File: src/rtl/modmul_sloppy_pkg.sv
package modmul_sloppy_pkg;

    typedef enum logic [2:0] {
        MM_IDLE  = 3'd0,
        MM_MUL   = 3'd1,
        MM_FOLDA = 3'd2,
        MM_FOLDB = 3'd3,
        MM_DONE  = 3'd4
    } mm_state_e;

endpackage

File: src/rtl/mmul_limb_mult.sv
// One LW x LW -> 2*LW unsigned multiplier, the only multiplier in the block.
module mmul_limb_mult #(
    parameter int LW = 16
) (
    input  logic [LW-1:0]   x,
    input  logic [LW-1:0]   y,
    output logic [2*LW-1:0] p
);
    assign p = {{LW{1'b0}}, x} * {{LW{1'b0}}, y};
endmodule

File: src/rtl/mmul_limb_pick.sv
// Selects limb number sel from a W-bit word.
module mmul_limb_pick #(
    parameter int W  = 128,
    parameter int LW = 16,
    parameter int IW = 3
) (
    input  logic [W-1:0]  word,
    input  logic [IW-1:0] sel,
    output logic [LW-1:0] limb
);
    assign limb = word[32'(sel) * LW +: LW];
endmodule

File: src/rtl/mmul_fold.sv
// One fold: x = hi*2^W + lo  ->  lo + K*hi  (2^W == K mod 2^W - K).
module mmul_fold #(
    parameter int IN_W  = 256,
    parameter int W     = 128,
    parameter int OUT_W = 130,
    parameter int K     = 3
) (
    input  logic [IN_W-1:0]  x,
    output logic [OUT_W-1:0] y
);
    localparam int HW = IN_W - W;

    logic [W-1:0]  lo;
    logic [HW-1:0] hi;

    assign lo = x[W-1:0];
    assign hi = x[IN_W-1:W];
    assign y  = OUT_W'(lo) + OUT_W'(hi) * OUT_W'(K);
endmodule

File: src/rtl/modmul_sloppy.sv
module modmul_sloppy
    import modmul_sloppy_pkg::*;
#(
    parameter int WIDTH  = 128,
    parameter int LIMB_W = 16,
    parameter int FOLD_K = 3
) (
    input  logic             clk,
    input  logic             rst_n,
    input  logic             in_valid,
    output logic             in_ready,
    input  logic [WIDTH-1:0] in_a,
    input  logic [WIDTH-1:0] in_b,
    output logic             out_valid,
    input  logic             out_ready,
    output logic [WIDTH-1:0] out_res,
    output logic             out_ovf
);
    localparam int N_LIMB = WIDTH / LIMB_W;
    localparam int N_PP   = N_LIMB * N_LIMB;
    localparam int IW     = (N_LIMB > 1) ? $clog2(N_LIMB) : 1;
    localparam int KW     = $clog2(FOLD_K + 1);
    localparam int ACC_W  = 2 * WIDTH;
    localparam int Y_W    = WIDTH + KW;
    localparam int Z_W    = WIDTH + 1;
    localparam logic [IW-1:0] LAST = IW'(N_LIMB - 1);

    typedef struct packed {
        mm_state_e        st;
        logic [WIDTH-1:0] a;
        logic [WIDTH-1:0] b;
        logic [ACC_W-1:0] acc;
        logic [IW-1:0]    ia;
        logic [IW-1:0]    ib;
        logic [Y_W-1:0]   y;
        logic [WIDTH-1:0] res;
        logic             ovf;
    } mm_regs_t;

    mm_regs_t q, d;

    // limb selection for both operands
    logic [LIMB_W-1:0] limb [2];
    logic [2*LIMB_W-1:0] pp;
    logic [ACC_W-1:0]    pp_placed;
    logic [Y_W-1:0]      fold_a_out;
    logic [Z_W-1:0]      fold_b_out;

    for (genvar op = 0; op < 2; op++) begin : g_pick
        mmul_limb_pick #(.W(WIDTH), .LW(LIMB_W), .IW(IW)) u_pick (
            .word (op == 0 ? q.a  : q.b),
            .sel  (op == 0 ? q.ia : q.ib),
            .limb (limb[op])
        );
    end

    mmul_limb_mult #(.LW(LIMB_W)) u_mult (
        .x (limb[0]),
        .y (limb[1]),
        .p (pp)
    );

    mmul_fold #(.IN_W(ACC_W), .W(WIDTH), .OUT_W(Y_W), .K(FOLD_K)) u_fold_a (
        .x (q.acc),
        .y (fold_a_out)
    );

    mmul_fold #(.IN_W(Y_W), .W(WIDTH), .OUT_W(Z_W), .K(FOLD_K)) u_fold_b (
        .x (q.y),
        .y (fold_b_out)
    );

    always_comb begin
        d = q;
        pp_placed = {{(ACC_W - 2*LIMB_W){1'b0}}, pp}
                    << (LIMB_W * (32'(q.ia) + 32'(q.ib)));
        case (q.st)
            MM_IDLE: begin
                if (in_valid) begin
                    d.a   = in_a;
                    d.b   = in_b;
                    d.acc = '0;
                    d.ia  = '0;
                    d.ib  = '0;
                    d.st  = MM_MUL;
                end
            end
            MM_MUL: begin
                d.acc = q.acc + pp_placed;
                if (q.ia == LAST) begin
                    d.ia = '0;
                    if (q.ib == LAST) begin
                        d.st = MM_FOLDA;
                    end else begin
                        d.ib = q.ib + IW'(1);
                    end
                end else begin
                    d.ia = q.ia + IW'(1);
                end
            end
            MM_FOLDA: begin
                d.y  = fold_a_out;
                d.st = MM_FOLDB;
            end
            MM_FOLDB: begin
                d.res = fold_b_out[WIDTH-1:0];
                d.ovf = fold_b_out[WIDTH];
                d.st  = MM_DONE;
            end
            MM_DONE: begin
                if (out_ready) begin
                    d.st = MM_IDLE;
                end
            end
            default: d.st = MM_IDLE;
        endcase
    end

    always_ff @(posedge clk or negedge rst_n) begin
        if (!rst_n) begin
            q <= '0;
        end else begin
            q <= d;
        end
    end

    assign in_ready  = (q.st == MM_IDLE);
    assign out_valid = (q.st == MM_DONE);
    assign out_res   = q.res;
    assign out_ovf   = q.ovf;

    initial begin
        if (WIDTH % LIMB_W != 0 || N_LIMB < 2) begin
            $error("WIDTH must be a multiple of LIMB_W with at least two limbs");
        end
    end

endmodule

File: config.mk
export PLATFORM = sky130hd
export DESIGN_NAME = modmul_sloppy
export DESIGN_NICKNAME = d
export VERILOG_FILES = /design/src/rtl/modmul_sloppy_pkg.sv /design/src/rtl/mmul_limb_mult.sv /design/src/rtl/mmul_limb_pick.sv /design/src/rtl/mmul_fold.sv /design/src/rtl/modmul_sloppy.sv
export SDC_FILE = /design/constraint.sdc
export NUM_CORES = 2
export LEC_CHECK = 0
export ABC_CLOCK_PERIOD_IN_PS = 33800
export BUFFER_PORTS_ARGS = -buffer_cell sky130_fd_sc_hd__buf_2
export CAP_MARGIN = 40
export CORE_ASPECT_RATIO = 0.75
export CORE_MARGIN = 1.5
export CORE_UTILIZATION = 32
export CTS_BUF_LIST = sky130_fd_sc_hd__clkbuf_16
export DETAILED_ROUTE_END_ITERATION = 10
export PLACE_DENSITY = 0.45
export SYNTH_ARGS = -nofsm -noshare
export SYNTH_HDL_FRONTEND = slang
export SYNTH_SLANG_ARGS = --single-unit
File: constraint.sdc
create_clock -name clk -period 33.8 [get_ports clk]
set_clock_uncertainty 0.05 [all_clocks]
set_input_delay 1.69 -clock clk [delete_from_list [all_inputs] [get_ports clk]]
set_output_delay 1.69 -clock clk [all_outputs]
set_load 0.005 [all_outputs]
==> flow_metrics.env <==
export IMPL_run_status="complete, no violations"
export IMPL_synth_warning_count=0
export IMPL_place_detailed_hpwl_um=248000
export IMPL_grt_overflow_total=0
export IMPL_fmax_mhz=64.2
export IMPL_post_drt_via_cell_ratio=5.50
export IMPL_min_period_ns=15.57
export IMPL_clock_net_sink_count=780
export IMPL_width_of_the_die_um=550
export IMPL_io_pins=391
export IMPL_asyncSetResetFlopFracSynth_pct=100
export IMPL_via_count=66700
export IMPL_synth_compound_area_share_pct=18.8
export IMPL_cts_tree="yes"
export IMPL_synthDistinctLibCells=92
export IMPL_area_sequential_mm2=0.0195
export IMPL_syn_instance_count=9043
export IMPL_cts_setup_buffers=0
export IMPL_synthTopCellsByArea="sky130_fd_sc_hd__dfrtp_1, sky130_fd_sc_hd__nand2_1, sky130_fd_sc_hd__fa_1, sky130_fd_sc_hd__ha_1, sky130_fd_sc_hd__o21ai_0"
export IMPL_maxCapViolCount=0
export IMPL_final_fill_count=23800
export IMPL_cts_path_max_buffers=3
export IMPL_worst_path_most_repeated_cell="sky130_fd_sc_hd__fa_1"
export IMPL_grt_pass1_wl_um=448000
export IMPL_slew_violations=0
export IMPL_drive_gt1_share_pct=9.33
export IMPL_yosys_area_top_type_share_pct=27.2
export IMPL_timing_critical_path_slowest_cell_delay_ns=0.72
export IMPL_synth_enable_flop_cells=0
export IMPL_pin_count_of_the_biggest_net_entering_global_routing=198
export IMPL_num_rows=150
export IMPL_multi_input_comb_area_mm2=0.0481
export IMPL_setup_total_negative_slack_ns=0
export IMPL_setup_worst_path_end_class="flop"
export IMPL_ys_seq_elements=780
export IMPL_design_die_area_mm2=0.227
export IMPL_nets=10200
export IMPL_critical_path_endpoint="q[514]$_DFFE_PN0P_"
export IMPL_postLayoutCellArea_mm2=0.0791
export IMPL_synthToLayoutAreaGrowth_pct=10.1
export IMPL_worstHoldPathType="flop to flop"
export IMPL_cp_depth=47
export IMPL_postPlaceCellArea_mm2=0.0760
export IMPL_timing_max_slew_rel_slack_pct=19.3
export IMPL_synthMuxAreaShare_pct=2.89
export IMPL_synthDominantAreaCellType="sky130_fd_sc_hd__dfrtp_1"
export IMPL_cts_clk_slew_worst_paths_ns=0.06
export IMPL_finalSetupViolCount=0
export IMPL_cts_made_buffers=96
export IMPL_synth_adder_area_share_pct=17.8
export IMPL_post_synth_xor_area_fraction_pct=6.50
export IMPL_synth_net_count=10100
export IMPL_finalHoldViolations=0
export IMPL_worstSkewPairLatency_ns=0.75
export IMPL_post_route_period_util_pct=46.1
export IMPL_drt_drc_violations_left=0
export IMPL_portBuffers=390
export IMPL_ctsRootBufferMaster="sky130_fd_sc_hd__clkbuf_16"
export IMPL_worst_endpoint_arrival_ns=16.12
export IMPL_worstMarginPinSlew_ns=1.21
export IMPL_gp_routability_congestion=0.995
export IMPL_htreeDepth=3
export IMPL_rrSetupSlack_ns=18.23
export IMPL_drt_first_pass_iters=8
export IMPL_postRouteAntennaNets=0
export IMPL_crit_start="q[262]$_DFFE_PN0P_"
export IMPL_holdBufCountCts=0
export IMPL_grt_use_total_pct=26.4
export IMPL_worst_path_required_time_ns=34.35
export IMPL_postSynthAreaPerCell_um2=7.94
export IMPL_synth_area_mm2=0.0718
export IMPL_rsz0062_at_grt="false"
export IMPL_grt_antenna_before_repair=11
export IMPL_critical_path_buf_inv_count=6
export IMPL_post_drt_wl_per_cell_um=25.2
export IMPL_synth_top_family_by_area="simple AND/OR/NAND/NOR gates"
export IMPL_wirelength_um=306000
export IMPL_critical_path_slowest_cell="sky130_fd_sc_hd__mux2i_1"
export IMPL_number_of_design_rule_violations_left_by_the_first_detailed_router_iteration=6392
export IMPL_grt_pass1_vias=65400
export IMPL_ctsResizeCount=0
export IMPL_worst_setup_path_type="flop to flop"
export IMPL_peak_fanout_along_the_critical_path=34
export IMPL_synth_seq_area_share_pct=27.2
export IMPL_fp_coreArea_mm2=0.223
export IMPL_synth_top_flop_cell="sky130_fd_sc_hd__dfrtp_1"
export IMPL_post_synth_and_or_nand_nor_area_fraction_pct=20.8
export IMPL_chipHeight_um=413
export IMPL_reg2reg_to="q[514]$_DFFE_PN0P_"
export IMPL_worstSetupStartpointType="flop"
export IMPL_initial_core_util_pct=32.2
export IMPL_worst_r2r_path_depth=47
export IMPL_ff_to_ff_start="q[262]$_DFFE_PN0P_"
export IMPL_worst_path_dominant_cell_family="compound AO/OA/AOI/OAI gates"
[synth_stat cells, types with 133 or more instances]
master / n
sky130_fd_sc_hd__nand3_1: 147
sky130_fd_sc_hd__xnor2_1: 274
sky130_fd_sc_hd__dfrtp_1: 780
sky130_fd_sc_hd__o21ai_0: 803
sky130_fd_sc_hd__a21o_1: 195
sky130_fd_sc_hd__nand2_1: 1942
sky130_fd_sc_hd__nand4_1: 230
sky130_fd_sc_hd__a21oi_1: 695
sky130_fd_sc_hd__fa_1: 326
sky130_fd_sc_hd__nor2_1: 727
sky130_fd_sc_hd__inv_1: 396
sky130_fd_sc_hd__ha_1: 500
sky130_fd_sc_hd__xor2_1: 259
sky130_fd_sc_hd__clkbuf_1: 436
sky130_fd_sc_hd__buf_4: 133
[registers in the layout, indices dropped and copies added, names as in the netlist]
register  flops
q           651
out_res     128
out_ovf       1
[final cells by class]
| type | instances | area share [%] |
|---|---|---|
| clock inverters | 82 | 0.763 |
| repair buffers | 535 | 4.06 |
| clock buffers | 97 | 3.07 |
| flip-flops and latches | 780 | 24.7 |
| diodes | 1 | 0.00317 |
| inverters | 397 | 1.89 |
| well taps | 2964 | 4.69 |
| multi-input cells | 7263 | 60.8 |
[layout by cell type (no fill, tap or decap), types with 147 or more instances in the layout]
cell type and count:
sky130_fd_sc_hd__o21ai_0 803, sky130_fd_sc_hd__a21o_1 195, sky130_fd_sc_hd__a21oi_1 695, sky130_fd_sc_hd__xor2_1 259, sky130_fd_sc_hd__fa_1 326, sky130_fd_sc_hd__nand2_1 1940, sky130_fd_sc_hd__ha_1 500, sky130_fd_sc_hd__nand3_1 147
sky130_fd_sc_hd__inv_1 417, sky130_fd_sc_hd__xnor2_1 273, sky130_fd_sc_hd__dfrtp_1 776, sky130_fd_sc_hd__buf_2 397, sky130_fd_sc_hd__nand4_1 230, sky130_fd_sc_hd__nor2_1 725
[logic make-up (layout without fill, tap and decap cells)]
logic type,Yosys count,after routing
other cells,0,1
simple gates,3486,3486
xor+xnor,533,533
flops,780,780
mux,123,123
compound gates,2295,2295
buf+inv,1000,1111
fa+ha+maj,826,826
[worst reg2reg max path: cells and delay by family, from the launching register on]
family                     cells  cell delay [ns]
adders and majority gates      8             3.86
muxes                          3             1.85
DFF                            1             0.37
and+or+nand+nor                6             1.61
xor gates and xnor gates       2             0.39
buffers and inverters          6             0.95
AOI/OAI and AO/OA             22             6.33
[stage by stage]
| step | std cells | setup WS (ns) | util [%] | hold slack, ns |
|---|---|---|---|---|
| after floorplan | 9043 | 21.42 | - | 0.390 |
| after global placement | 11900 | 18.23 | 33.9 | 0.405 |
| after detailed placement | 11900 | 18.46 | 34.1 | 0.408 |
| after CTS | 12100 | 18.36 | 35.4 | 0.423 |
| after global routing | 12100 | 17.63 | 35.5 | 0.439 |
| final | 12100 | 18.23 | 35.5 | 0.416 |
[worst min path at each step]
stage / from / endpoint / cells after the start
after floorplan: q[553]$_DFFE_PN0P_ / q[553]$_DFFE_PN0P_ / 2
after global placement: q[608]$_DFFE_PN0P_ / q[608]$_DFFE_PN0P_ / 2
after detailed placement: q[701]$_DFFE_PN0P_ / q[701]$_DFFE_PN0P_ / 2
after CTS: q[701]$_DFFE_PN0P_ / q[701]$_DFFE_PN0P_ / 2
after global routing: q[522]$_DFFE_PN0P_ / q[522]$_DFFE_PN0P_ / 2
final: q[701]$_DFFE_PN0P_ / q[701]$_DFFE_PN0P_ / 2
[layer usage]
layer,vias to the layer above,track usage [%],routed length (um)
met5,-,0,28
met3,359,3.79,17500
met2,2113,40.3,131000
met4,4,6.80,8710
met1,33200,38.8,149000
li1,31100,-,-
Power is left out: the tool's default activity adds up to more than one toggle a clock period on the data nets, which glitch-free logic cannot reach.
